### config.mk
export PLATFORM = sky130hd
export DESIGN_NAME = wp_seg_guard
export DESIGN_NICKNAME = d
export VERILOG_FILES = /design/src/rtl/wp_pkg.sv /design/src/rtl/wp_ctrl.sv /design/src/rtl/wp_datapath.sv /design/src/rtl/wp_seg_guard.sv
export SDC_FILE = /design/constraint.sdc
export NUM_CORES = 1
export LEC_CHECK = 0
export BUFFER_PORTS_ARGS = -buffer_cell sky130_fd_sc_hd__buf_2
export CAP_MARGIN = 25
export CELL_PAD_IN_SITES_DETAIL_PLACEMENT = 1
export CELL_PAD_IN_SITES_GLOBAL_PLACEMENT = 1
export CORE_MARGIN = 8
export CORE_UTILIZATION = 25
export CTS_CLUSTER_SIZE = 24
export DETAILED_ROUTE_END_ITERATION = 6
export GPL_TIMING_DRIVEN = 1
export PLACE_DENSITY = 0.59
export SETUP_SLACK_MARGIN = 0.4
export SLEW_MARGIN = 10
export SYNTH_ARGS = -nofsm -noshare
export SYNTH_HDL_FRONTEND = slang
export SYNTH_SLANG_ARGS = --single-unit
### constraint.sdc
create_clock -name clk -period 2.5 [get_ports clk]
set_input_delay 0.5 -clock clk [delete_from_list [all_inputs] [get_ports clk]]
set_output_delay 0.5 -clock clk [all_outputs]
set_load 0.005 [all_outputs]
### src/rtl/wp_pkg.sv
package wp_pkg;
  typedef struct packed {
    logic tableWr;
    logic ctrlWr;
    logic maskWr;
    logic clrViol;
    logic latchViol;
  } wpStrobe_t;
endpackage

### src/rtl/wp_ctrl.sv
module wp_ctrl
  import wp_pkg::*;
#(
  parameter int NUM_GROUPS = 8,
  parameter int IO_AW = 4
) (
  input  logic             clk,
  input  logic             rstN,
  input  logic             ioWrEn,
  input  logic [IO_AW-1:0] ioAddr,
  input  logic             clrBit,
  input  logic             memWrReq,
  input  logic             protHit,
  input  logic             irqPolicy,
  output wpStrobe_t        strb,
  output logic             memWe
);
  localparam logic [IO_AW-1:0] CTRL_OFS = IO_AW'(NUM_GROUPS);
  localparam logic [IO_AW-1:0] MASK_OFS = IO_AW'(NUM_GROUPS + 1);
  localparam logic [IO_AW-1:0] STAT_OFS = IO_AW'(NUM_GROUPS + 2);

  always_comb begin
    strb.tableWr   = ioWrEn && (ioAddr < CTRL_OFS);
    strb.ctrlWr    = ioWrEn && (ioAddr == CTRL_OFS);
    strb.maskWr    = ioWrEn && (ioAddr == MASK_OFS);
    strb.clrViol   = ioWrEn && (ioAddr == STAT_OFS) && clrBit;
    strb.latchViol = memWrReq && protHit && irqPolicy;
    memWe          = memWrReq && !protHit;
  end

  // the RAM never sees a write that the processor did not request
  p_we_needs_req_r3: assert property (@(posedge clk) disable iff (!rstN)
    memWe |-> memWrReq);
  // at most one register strobe fires per cycle
  p_one_strobe_r10: assert property (@(posedge clk) disable iff (!rstN)
    $onehot0({strb.tableWr, strb.ctrlWr, strb.maskWr, strb.clrViol}));
endmodule

### src/rtl/wp_datapath.sv
module wp_datapath
  import wp_pkg::*;
#(
  parameter int NUM_GROUPS = 8,
  parameter int SEG_W = 6,
  parameter int IO_AW = 4,
  parameter int DATA_W = 8
) (
  input  logic              clk,
  input  logic              rstN,
  input  wpStrobe_t         strb,
  input  logic [IO_AW-1:0]  ioAddr,
  input  logic [DATA_W-1:0] ioWrData,
  input  logic [SEG_W-1:0]  segIdx,
  output logic              protHit,
  output logic              irqPolicy,
  output logic              violIrq,
  output logic [DATA_W-1:0] ioRdData
);
  localparam int NUM_SEG = NUM_GROUPS * DATA_W;
  localparam int GS_W = $clog2(NUM_GROUPS);
  localparam logic [IO_AW-1:0] CTRL_OFS = IO_AW'(NUM_GROUPS);
  localparam logic [IO_AW-1:0] MASK_OFS = IO_AW'(NUM_GROUPS + 1);
  localparam logic [IO_AW-1:0] STAT_OFS = IO_AW'(NUM_GROUPS + 2);

  logic [NUM_GROUPS-1:0][DATA_W-1:0] protTable;
  logic [NUM_SEG-1:0] tableFlat;
  logic [1:0] ctrlReg;
  logic [SEG_W-1:0] maskReg;
  logic violFlag;
  logic [SEG_W-1:0] faultSeg;
  logic maskMode, maskHit;

  for (genvar g = 0; g < NUM_GROUPS; g++) begin : gGroup
    always_ff @(posedge clk or negedge rstN) begin
      if (!rstN) protTable[g] <= '0;
      else if (strb.tableWr && ioAddr[GS_W-1:0] == GS_W'(g)) protTable[g] <= ioWrData;
    end
    assign tableFlat[g*DATA_W +: DATA_W] = protTable[g];
  end

  always_ff @(posedge clk or negedge rstN) begin
    if (!rstN) begin
      ctrlReg <= '0;
      maskReg <= '0;
    end else begin
      if (strb.ctrlWr) ctrlReg <= ioWrData[1:0];
      if (strb.maskWr) maskReg <= ioWrData[SEG_W-1:0];
    end
  end

  assign irqPolicy = ctrlReg[0];
  assign maskMode  = ctrlReg[1];
  assign maskHit   = ((segIdx & ~maskReg) == '0);
  assign protHit   = maskMode ? maskHit : tableFlat[segIdx];

  always_ff @(posedge clk or negedge rstN) begin
    if (!rstN) begin
      violFlag <= 1'b0;
      faultSeg <= '0;
    end else if (strb.latchViol && (!violFlag || strb.clrViol)) begin
      violFlag <= 1'b1;
      faultSeg <= segIdx;
    end else if (strb.clrViol) begin
      violFlag <= 1'b0;
    end
  end

  assign violIrq = violFlag && irqPolicy;

  always_comb begin
    ioRdData = '0;
    if (ioAddr < CTRL_OFS) ioRdData = protTable[ioAddr[GS_W-1:0]];
    else if (ioAddr == CTRL_OFS) ioRdData = DATA_W'(ctrlReg);
    else if (ioAddr == MASK_OFS) ioRdData = DATA_W'(maskReg);
    else if (ioAddr == STAT_OFS) begin
      ioRdData[DATA_W-1] = violFlag;
      ioRdData[SEG_W-1:0] = faultSeg;
    end
  end

  // flag and segment hold until a clearing write
  p_flag_sticky_r8: assert property (@(posedge clk) disable iff (!rstN)
    violFlag && !strb.clrViol |=> violFlag);
  p_seg_hold_r8: assert property (@(posedge clk) disable iff (!rstN)
    violFlag && !strb.clrViol |=> $stable(faultSeg));
  // a first violation records its segment
  p_seg_latch_r7: assert property (@(posedge clk) disable iff (!rstN)
    strb.latchViol && !violFlag |=> violFlag && faultSeg == $past(segIdx));
  // silent policy never raises the flag
  p_silent_r6: assert property (@(posedge clk) disable iff (!rstN)
    !irqPolicy && !violFlag |=> !violFlag);
endmodule

### src/rtl/wp_seg_guard.sv
module wp_seg_guard
  import wp_pkg::*;
#(
  parameter int ADDR_W = 22,
  parameter int SEG_SHIFT = 16,
  parameter int DATA_W = 8
) (
  input  logic              clk,
  input  logic              rstN,
  input  logic [ADDR_W-1:0] memAddr,
  input  logic              memWrReq,
  output logic              memWe,
  input  logic              ioWrEn,
  input  logic [3:0]        ioAddr,
  input  logic [DATA_W-1:0] ioWrData,
  output logic [DATA_W-1:0] ioRdData,
  output logic              violIrq
);
  localparam int SEG_W = ADDR_W - SEG_SHIFT;
  localparam int NUM_GROUPS = (1 << SEG_W) / DATA_W;
  localparam int IO_AW = 4;

  wpStrobe_t strb;
  logic protHit, irqPolicy;
  logic [SEG_W-1:0] segIdx;

  assign segIdx = memAddr[ADDR_W-1:SEG_SHIFT];

  wp_ctrl #(.NUM_GROUPS(NUM_GROUPS), .IO_AW(IO_AW)) uCtrl (
    .clk(clk), .rstN(rstN), .ioWrEn(ioWrEn), .ioAddr(ioAddr),
    .clrBit(ioWrData[DATA_W-1]), .memWrReq(memWrReq), .protHit(protHit),
    .irqPolicy(irqPolicy), .strb(strb), .memWe(memWe)
  );

  wp_datapath #(.NUM_GROUPS(NUM_GROUPS), .SEG_W(SEG_W), .IO_AW(IO_AW), .DATA_W(DATA_W)) uDp (
    .clk(clk), .rstN(rstN), .strb(strb), .ioAddr(ioAddr), .ioWrData(ioWrData),
    .segIdx(segIdx), .protHit(protHit), .irqPolicy(irqPolicy),
    .violIrq(violIrq), .ioRdData(ioRdData)
  );
endmodule

Word level (Yosys, flattened, before mapping) --
Cells that the tools add are included.
Storage, ports and cells: output and inout port bits 10, bits in registers 79, input port bits 38, logic and storage cells 64
Operators by class: mux-type cells 13, reduce and logical (&&, ||, !) cells 24, bitwise gates (word level) 2, eq/ne operators 10, magnitude comparators 3
Operators with widths (number):
- $bmux W8 S3 | 1
- $mux W8 | 3
- $logic_and A1 B1 Y1 | 18
- $eq A3 B3 Y1 const B | 4
- $eq A4 B4 Y1 const B | 3
- $mux W6 | 2
- $lt A6 B7 Y1 const B | 1
- $and A6 B6 Y6 | 1
- $bmux W1 S6 | 1
- $eq A3 B2 Y1 const B | 2
- $logic_not A6 Y1 | 1
- $mux W1 | 6
- $not A6 Y6 | 1
- $lt A3 B4 Y1 const B | 1
- $lt A4 B4 Y1 const B | 1
- $eq A3 B1 Y1 const B | 1
- $logic_not A3 Y1 | 1
- $logic_not A1 Y1 | 2
- $reduce_bool A2 Y1 | 1
- $logic_or A1 B1 Y1 | 1

Logic depth before layout (Yosys ltp) --
Gate-level depths: netlist (run 1).
depth in word-level cells 8, mapped depth 10, depth with buffers taken out 7

Modules after synthesis --
Synthesis (run 1) repeated with hierarchy kept, for this count alone.
Unflattened totals: cell total of the unflattened synthesis 310, area total of the unflattened synthesis 4305.4 um2
Modules (own cells, without submodules):
- wp_datapath | area an instance 4241.6 um2, seq. area each 1976.9 um2, instances 1, cells an instance 302
- wp_ctrl | area an instance 63.8 um2, seq. area each 0.0 um2, instances 1, cells an instance 8

Least setup slack after synthesis (run 1) --
No wires, ideal clock.
path kind in2out, from input port memAddr[17], to output port memWe, cell stages on the path 10, path slack 0.227 ns, data required time 2.000 ns, data arrival time 1.773 ns, path buffers 3, cells stage by stage buf_6 -> buf_12 -> buf_6 -> mux2i_1 -> a22oi_1 -> nand4_1 -> nand4_1 -> nor2_1 -> a211oi_1 -> nor3b_1
On the way: word-level cells in the longest chain between the ends 5, elaborated cells on any way between the ends 7, those cells by class 3 x mux; 1 x bitwise; 3 x reduce/logical
Ends and longest elaborated chain:
- start: declaration | line wp_seg_guard.sv:10 | input logic [ADDR_W-1:0] memAddr,
- $bmux W1 S6 / $and A6 B6 Y6 (equally long branches) | line wp_datapath.sv:55, wp_datapath.sv:54
- $mux W1 (implied by the code) / $logic_not A6 Y1 (equally long branches) | line wp_datapath.sv:55, wp_datapath.sv:54
- $mux W1 (*) | line wp_datapath.sv:55 | assign protHit = maskMode ? maskHit : tableFlat[segIdx];
- $logic_not A1 Y1 (*) | line wp_ctrl.sv:28 | memWe = memWrReq && !protHit;
- $logic_and A1 B1 Y1 (*) | line wp_ctrl.sv:28
- end: declaration | line wp_seg_guard.sv:12 | output logic memWe,
Every way passes the cells marked *; elsewhere a longest branch is shown, timed or not. The select of a mux whose other input is x is not followed.

Worst setup path in the final report (run 1) --
Same ends and word-level chain as after synthesis.

==> results of run 1 <==
cells by family after synthesis:
| group | Yosys count | share of synthesized area |
|---|---|---|
| AO/OA/AOI/OAI | 46 | 0.0718 |
| buffers and inverters | 31 | 0.0380 |
| flip-flops | 79 | 0.452 |
| multiplexers | 128 | 0.364 |
| AND/OR/NAND/NOR | 56 | 0.0740 |
worst min path at each step:
stage                                      startpoint                       endpoint  depth (start not counted)
after detailed placement                         rstN  uDp.protTable[13]$_DFFE_PN0P_                          1
after global routing                             rstN  uDp.protTable[13]$_DFFE_PN0P_                          1
after global placement    uDp.faultSeg[1]$_DFFE_PN0P_    uDp.faultSeg[1]$_DFFE_PN0P_                          1
after floorplan                                  rstN     uDp.ctrlReg[0]$_DFFE_PN0P_                          0
after CTS                                        rstN  uDp.protTable[13]$_DFFE_PN0P_                          1
final                                            rstN  uDp.protTable[13]$_DFFE_PN0P_                          1
through the flow:
step | hold slack, ns | power, mW
floorplan | 0.204 | 2.51
global placement | 0.495 | 2.89
detailed placement | 0.496 | 2.94
CTS | 0.127 | 4.58
global route | 0.147 | 4.80
finish | 0.116 | 4.59
repair_timing:
action,in CTS,in global routing
resized for setup,58,18
buffers inserted,11,4
hold buffers,0,0
endpoints found under the setup margin,14,15
pin swaps,18,9
gates cloned,1,0
where the power goes:
group | leakage, nW | internal, mW | switching (mW) | total [mW]
clock | 0.169 | 0.984 | 0.506 | 1.49
sequential | 0.970 | 1.61 | 0.296 | 1.90
combinational | 1.40 | 0.689 | 0.504 | 1.19
state kept, by name (all words and copies together) (netlist names):
register,count
uDp.protTable,64
uDp.faultSeg,6
uDp.maskReg,6
uDp.ctrlReg,2
uDp.violFlag,1
worst max-delay path: stages:
cell and delay [ns]:
buf_12 0.11, buf_12 0.13, buf_8 0.13, buf_6 0.12, mux2i_2 0.15, a22oi_2 0.20
nand4b_1 0.12, and3_4 0.21, a211oi_2 0.21, nor3b_2 0.07, buf_2 0.14
cell usage in the layout (no fill, tap or decap), drive strengths merged, types with 5 or more instances in the layout:
cell type / count
dfrtp: 79
nand2b: 5
clkbuf: 14
a22oi: 17
o21ai: 9
nand3: 7
nand2: 12
mux4: 16
buf: 88
nor2b: 5
mux2: 76
o22ai: 8
inv: 11
nor2: 9
mux2i: 36
final cells by class:
type	count	share of cell area
clock buffers	14	0.0485
clock inverters	2	0.0103
inverters	11	0.00705
multi-input cells	230	0.419
flip-flops and latches	79	0.338
well taps	225	0.0481
repair buffers	88	0.129
per-layer routing:
layer / GRT usage / vias to the layer above / wire length (um)
met4: 0.0321 / 0 / 178
met1: 0.169 / 1672 / 6200
met5: 0 / - / 0
met3: 0.0356 / 13 / 617
met2: 0.222 / 56 / 7030
li1: - / 1442 / -
==> metrics.md, run 1 <==
| Metric | Value |
|---|---|
| Status | `complete, but fails checks` |
| Violated checks | `negative setup slack` |
| Final Hold Fails | `0` |
| Setup crit end | `memWe` |
| PortBufs | `31` |
| Slew @ Worst Pin | `0.598 ns` |
| Die Y | `148 um` |
| Post-route minimum period | `2.60 ns` |
| RD Place Congestion | `0.837` |
| N_diodes | `0` |
| Power per Cell Area | `783 nW/um^2` |
| Antenna violations before repair | `0` |
| Yosys warning total | `0` |
| Leading cell type by number of instances after synthesis | `dfrtp_1` |
| Crit-path max FO | `7` |
| R2R setup slack | `0.39 ns` |
| Final antenna-violating net count | `0` |
| Arr. time, crit path | `2.10 ns` |
| Site row count | `48` |
| Die Width | `148 um` |
| CTS clk-pin slew, worst paths | `0.06 ns` |
| CP startpoint | `memAddr[17]` |
| Clock Sinks | `79` |
| Achievable frequency | `384 MHz` |
| Share of the clock period used by the worst path after layout | `1.04` |
| FF-to-FF path depth | `9` |
| Placed cell area | `5060 sq um` |
| Initial Utilization | `0.254` |
| CP startpoint kind | `input pin` |
| Die ar. | `22000 sq um` |
| RR Startpoint | `uDp.protTable[30]$_DFFE_PN0P_` |
| Synth area leaders | `dfrtp_1 45%, mux2_2 18%, mux2i_1 8.2%` |
| Top_reg_cell synth | `dfrtp_1` |
| Drt pass-1 iters | `4` |
| CP Capture Type | `primary output` |
| Setup TNS | `-0.104 ns` |
| Top cells by instance count after synthesis | `79 x dfrtp_1, 71 x mux2_2, 36 x mux2i_1, 17 x a22oi_1, 16 x mux4_2` |
| Post-synth ARST share | `1.00` |
| Critical path data required time | `2.00 ns` |
| Post-synth EDFFs | `0` |
| Mapped Area | `4380 sq um` |
| Dpl cells | `617` |
| Largest net degree at the start of global routing | `45` |
| CTS root buf | `clkbuf_16` |
| Post-route cell area | `5850 sq um` |
| Layout cells sized above 1 | `0.564` |
| Final Max Slew Viols | `0` |
| Clk buf depth | `2` |
| Post-Syn Nets | `378` |
| Vias in the first global route | `3624` |
| # fillers | `1840` |
| #FFs+latches synth | `79` |
| Avg Inst Size Synth | `12.9 sq um` |
| Num CTS Buffers | `9` |
| Final setup skew | `0.00401 ns` |
| Max Cap Violations | `0` |
| Rel. slew slack | `0.601` |
| Total core area | `17200 sq um` |
| Finished Core Util | `0.340` |
| Wire per inst | `21.6 um` |
| Worst Slack Setup Final | `-0.104 ns` |
| Worst setup path class | `input pin to primary output` |
| TritonCTS clock tree | `built` |
| Overflow after GRT | `0` |
| Drt total wl | `14000 um` |
| Register area | `1980 sq um` |
| H-tree depth | `3` |
| NumNets Final | `457` |
| Post-Synthesis Cells | `340` |
| Peak VDD IR | `0.344 mV` |
| Initial DRC count | `137` |
| Post-synth top area cell | `dfrtp_1` |
| First-pass GRT wire length | `21900 um` |
| Netlist cell types | `37` |
| RSZ-0062 raised after global routing | `true` |
| Sequential share of the synthesized area | `0.452` |
| Via-per-instance ratio | `4.90` |
| Pleak | `2.54 nW` |
| Finish-stage setup viols | `1` |
| Hold WC Path Type | `input pin to async pin` |
| Vias | `3183` |
| Hpwl dp | `10200 um` |
| Clk Latency, worst-skew pair | `0.34 ns` |
| Layout Cells excl Fill | `649` |
| # DRC | `0` |
| Layout area overhead | `33.8%` |
| GR Util All Layers | `0.133` |
| Share of Yosys cell area claimed by the top area cell type | `0.452` |
| Worst r2r dst | `uDp.faultSeg[2]$_DFFE_PN0P_` |
| Multi-input gate area | `2450 sq um` |
| Boundary Pins | `48` |
| DP Worst Slack | `-0.179 ns` |
(Power assumes the default switching activity.)
==> run 2, diff against run 1 <==
- SYNTH_HIERARCHICAL: unset -> 1
==> run 2 against run 1 <==
  * The run still ends with negative setup slack left
  * Global-route usage fell by 0.34 points
  * Sequential share of layout area rose by 0.90 points
  * Utilization fell by 0.54 points
  * Largest cell class unchanged
==> metrics.md, run 2 <==
| Metric | Value |
|---|---|
| Clk buf depth | `2` |
| Rel. slew slack | `0.664` |
| CP startpoint kind | `flop` |
| Status | `complete, but fails checks` |
| Final Hold Fails | `0` |
| Layout Cells excl Fill | `613` |
| RR Startpoint | `uDp/protTable[34]$_DFFE_PN0P_` |
| Dpl cells | `585` |
| Num CTS Buffers | `9` |
| Layout cells sized above 1 | `0.613` |
| Peak VDD IR | `0.265 mV` |
| Top_reg_cell synth | `dfrtp_1` |
| Crit-path max FO | `3` |
| Power per Cell Area | `788 nW/um^2` |
| Hpwl dp | `9700 um` |
| # fillers | `1805` |
| Drt total wl | `13700 um` |
| RD Place Congestion | `0.814` |
| Die ar. | `21700 sq um` |
| Finished Core Util | `0.334` |
| Avg Inst Size Synth | `13.9 sq um` |
| Die Width | `147 um` |
| CP Capture Type | `primary output` |
| Post-Syn Nets | `348` |
| N_diodes | `0` |
| Largest register FFs | `64` |
| Mapped Area | `4310 sq um` |
| Post-Synthesis Cells | `310` |
| Vias in the first global route | `3310` |
| Top cells by instance count after synthesis | `79 x dfrtp_1, 73 x mux2_2, 31 x mux4_2, 16 x nand2_1, 10 x inv_1` |
| Most common cell after layout, fill and taps aside | `dfrtp_1` |
| Wire per inst | `22.3 um` |
| CTS root buf | `clkbuf_16` |
| Sequential share of the synthesized area | `0.459` |
| Placed cell area | `4990 sq um` |
| Netlist cell types | `40` |
| #FFs+latches synth | `79` |
| Synth area leaders | `dfrtp_1 46%, mux2_2 19%, mux4_2 16%` |
| H-tree depth | `3` |
| Top flop regs | `uDp/protTable (64), uDp/faultSeg (6), uDp/maskReg (6)` |
| TritonCTS clock tree | `built` |
| Final hold slack | `0.0517 ns` |
| Initial Utilization | `0.252` |
| Leading cell type by number of instances after synthesis | `dfrtp_1` |
| Largest net degree at the start of global routing | `57` |
| Max Cap Violations | `0` |
| Achievable frequency | `369 MHz` |
| Clock Sinks | `79` |
| Antenna violations before repair | `0` |
| Final antenna-violating net count | `0` |
| Layout area overhead | `32.4%` |
| Critical path data required time | `2.00 ns` |
| Post-synth ARST share | `1.00` |
| Initial DRC count | `182` |
| RSZ-0062 raised after global routing | `true` |
| Yosys warning total | `6` |
| Vias | `3064` |
| Worst r2r dst | `uDp/faultSeg[1]$_DFFE_PN0P_` |
| Site row count | `48` |
| Share of the clock period used by the worst path after layout | `1.08` |
| Total core area | `17100 sq um` |
| First-pass GRT wire length | `21300 um` |
| Die Y | `147 um` |
| Worst Slack Setup Final | `-0.212 ns` |
| Post-synth EDFFs | `0` |
| Slew @ Worst Pin | `0.503 ns` |
| Multi-input gate area | `2370 sq um` |
| Register area | `1980 sq um` |
| Post-synth top area cell | `dfrtp_1` |
| Share of Yosys cell area claimed by the top area cell type | `0.459` |
| R2R setup slack | `0.10 ns` |
| GR Util All Layers | `0.130` |
| Most frequent cells in the layout | `79 x dfrtp_1, 68 x mux2_2, 38 x buf_4` |
| Biggest register | `uDp/protTable` |
| Hold WC Path Type | `input pin to async pin` |
| Clk Latency, worst-skew pair | `0.35 ns` |
| Drt pass-1 iters | `4` |
| Overflow after GRT | `0` |
| Post-route minimum period | `2.71 ns` |
| Pleak | `2.41 nW` |
| Via-per-instance ratio | `5.00` |
| Final setup skew | `0.00628 ns` |
| FF-to-FF path depth | `7` |
| Finish-stage setup viols | `1` |
| NumNets Final | `421` |
| # DRC | `0` |
| PortBufs | `31` |
| CTS clk-pin slew, worst paths | `0.06 ns` |
| Violated checks | `negative setup slack` |
| Post-route cell area | `5700 sq um` |
| Arr. time, crit path | `2.21 ns` |
| Final Max Slew Viols | `0` |
| Boundary Pins | `48` |
| Worst setup path class | `flop to primary output` |
## run 2: power breakdown
part           internal [mW]  total (mW)  leakage [nW]  switching [mW]
Clock                  0.875        1.43         0.152           0.552
Combinational          0.708        1.19          1.29           0.481
Sequential              1.60        1.88         0.968           0.275
Total                   3.19        4.50          2.41            1.31
## run 2: how the worst max path moves through the flow
| stage | cells past startpoint | slack [ns] | to | startpoint |
|---|---|---|---|---|
| 2_1_floorplan | 8 | 0.04 | uDp/faultSeg[1]$_DFFE_PN0P_ | memAddr[18] |
| 5_1_grt | 6 | -0.31 | memWe | uDp/protTable[35]$_DFFE_PN0P_ |
| 3_5_place_dp | 9 | -0.35 | uDp/faultSeg[1]$_DFFE_PN0P_ | memAddr[17] |
| 3_3_place_gp | 10 | -0.30 | uDp/faultSeg[4]$_DFFE_PN0P_ | memAddr[17] |
| 6_report | 6 | -0.21 | memWe | uDp/protTable[34]$_DFFE_PN0P_ |
| 4_1_cts | 6 | -0.22 | memWe | uDp/protTable[35]$_DFFE_PN0P_ |
## run 2: cells by family (layout without fill, tap and decap cells)
group | Yosys count | count (layout) | synth area share
flip-flops | 79 | 79 | 0.459
AND/OR/NAND/NOR | 56 | 56 | 0.0793
AO/OA/AOI/OAI | 33 | 33 | 0.0511
buffers and inverters | 30 | 108 | 0.0349
multiplexers | 112 | 112 | 0.375
## run 2: through the flow
step | TNS, ns | total power, mW | setup WS [ns]
6_report | -0.212 | 4.50 | -0.212
2_1_floorplan | 0 | 2.48 | 0.0415
4_1_cts | -0.216 | 4.48 | -0.216
3_5_place_dp | -2.88 | 2.89 | -0.352
3_3_place_gp | -2.71 | 2.85 | -0.297
5_1_grt | -0.312 | 4.70 | -0.312
## run 2: routing by layer
metal / share of wire / GRT usage
met1: 0.44 / 0.169
met2: 0.49 / 0.211
met3: 0.048 / 0.0206
met4: 0.017 / 0.0515
met5: 0 / 0
## run 2: final cells by class
| cell class | count | share of cell area |
|---|---|---|
| Tap cell | 225 | 0.0494 |
| Multi-Input combinational cell | 201 | 0.415 |
| Clock inverter | 7 | 0.0171 |
| Timing Repair Buffer | 82 | 0.125 |
| Inverter | 10 | 0.00658 |
| Clock buffer | 9 | 0.0395 |
| Sequential cell | 79 | 0.347 |
## run 2: timing repair
action,4_1_cts,5_1_grt
resized for setup,50,20
endpoints found under the setup margin,15,16
buffers inserted,5,6
gates cloned,1,0
hold buffers,0,0
pin swaps,8,8
## run 2: critical path, cell delays in order, from the launching register on
cell	delay [ns]
dfrtp_1	0.40
mux4_2	0.49
or4b_1	0.50
nand3b_1	0.10
o211ai_1	0.11
nor2b_1	0.14
buf_2	0.12
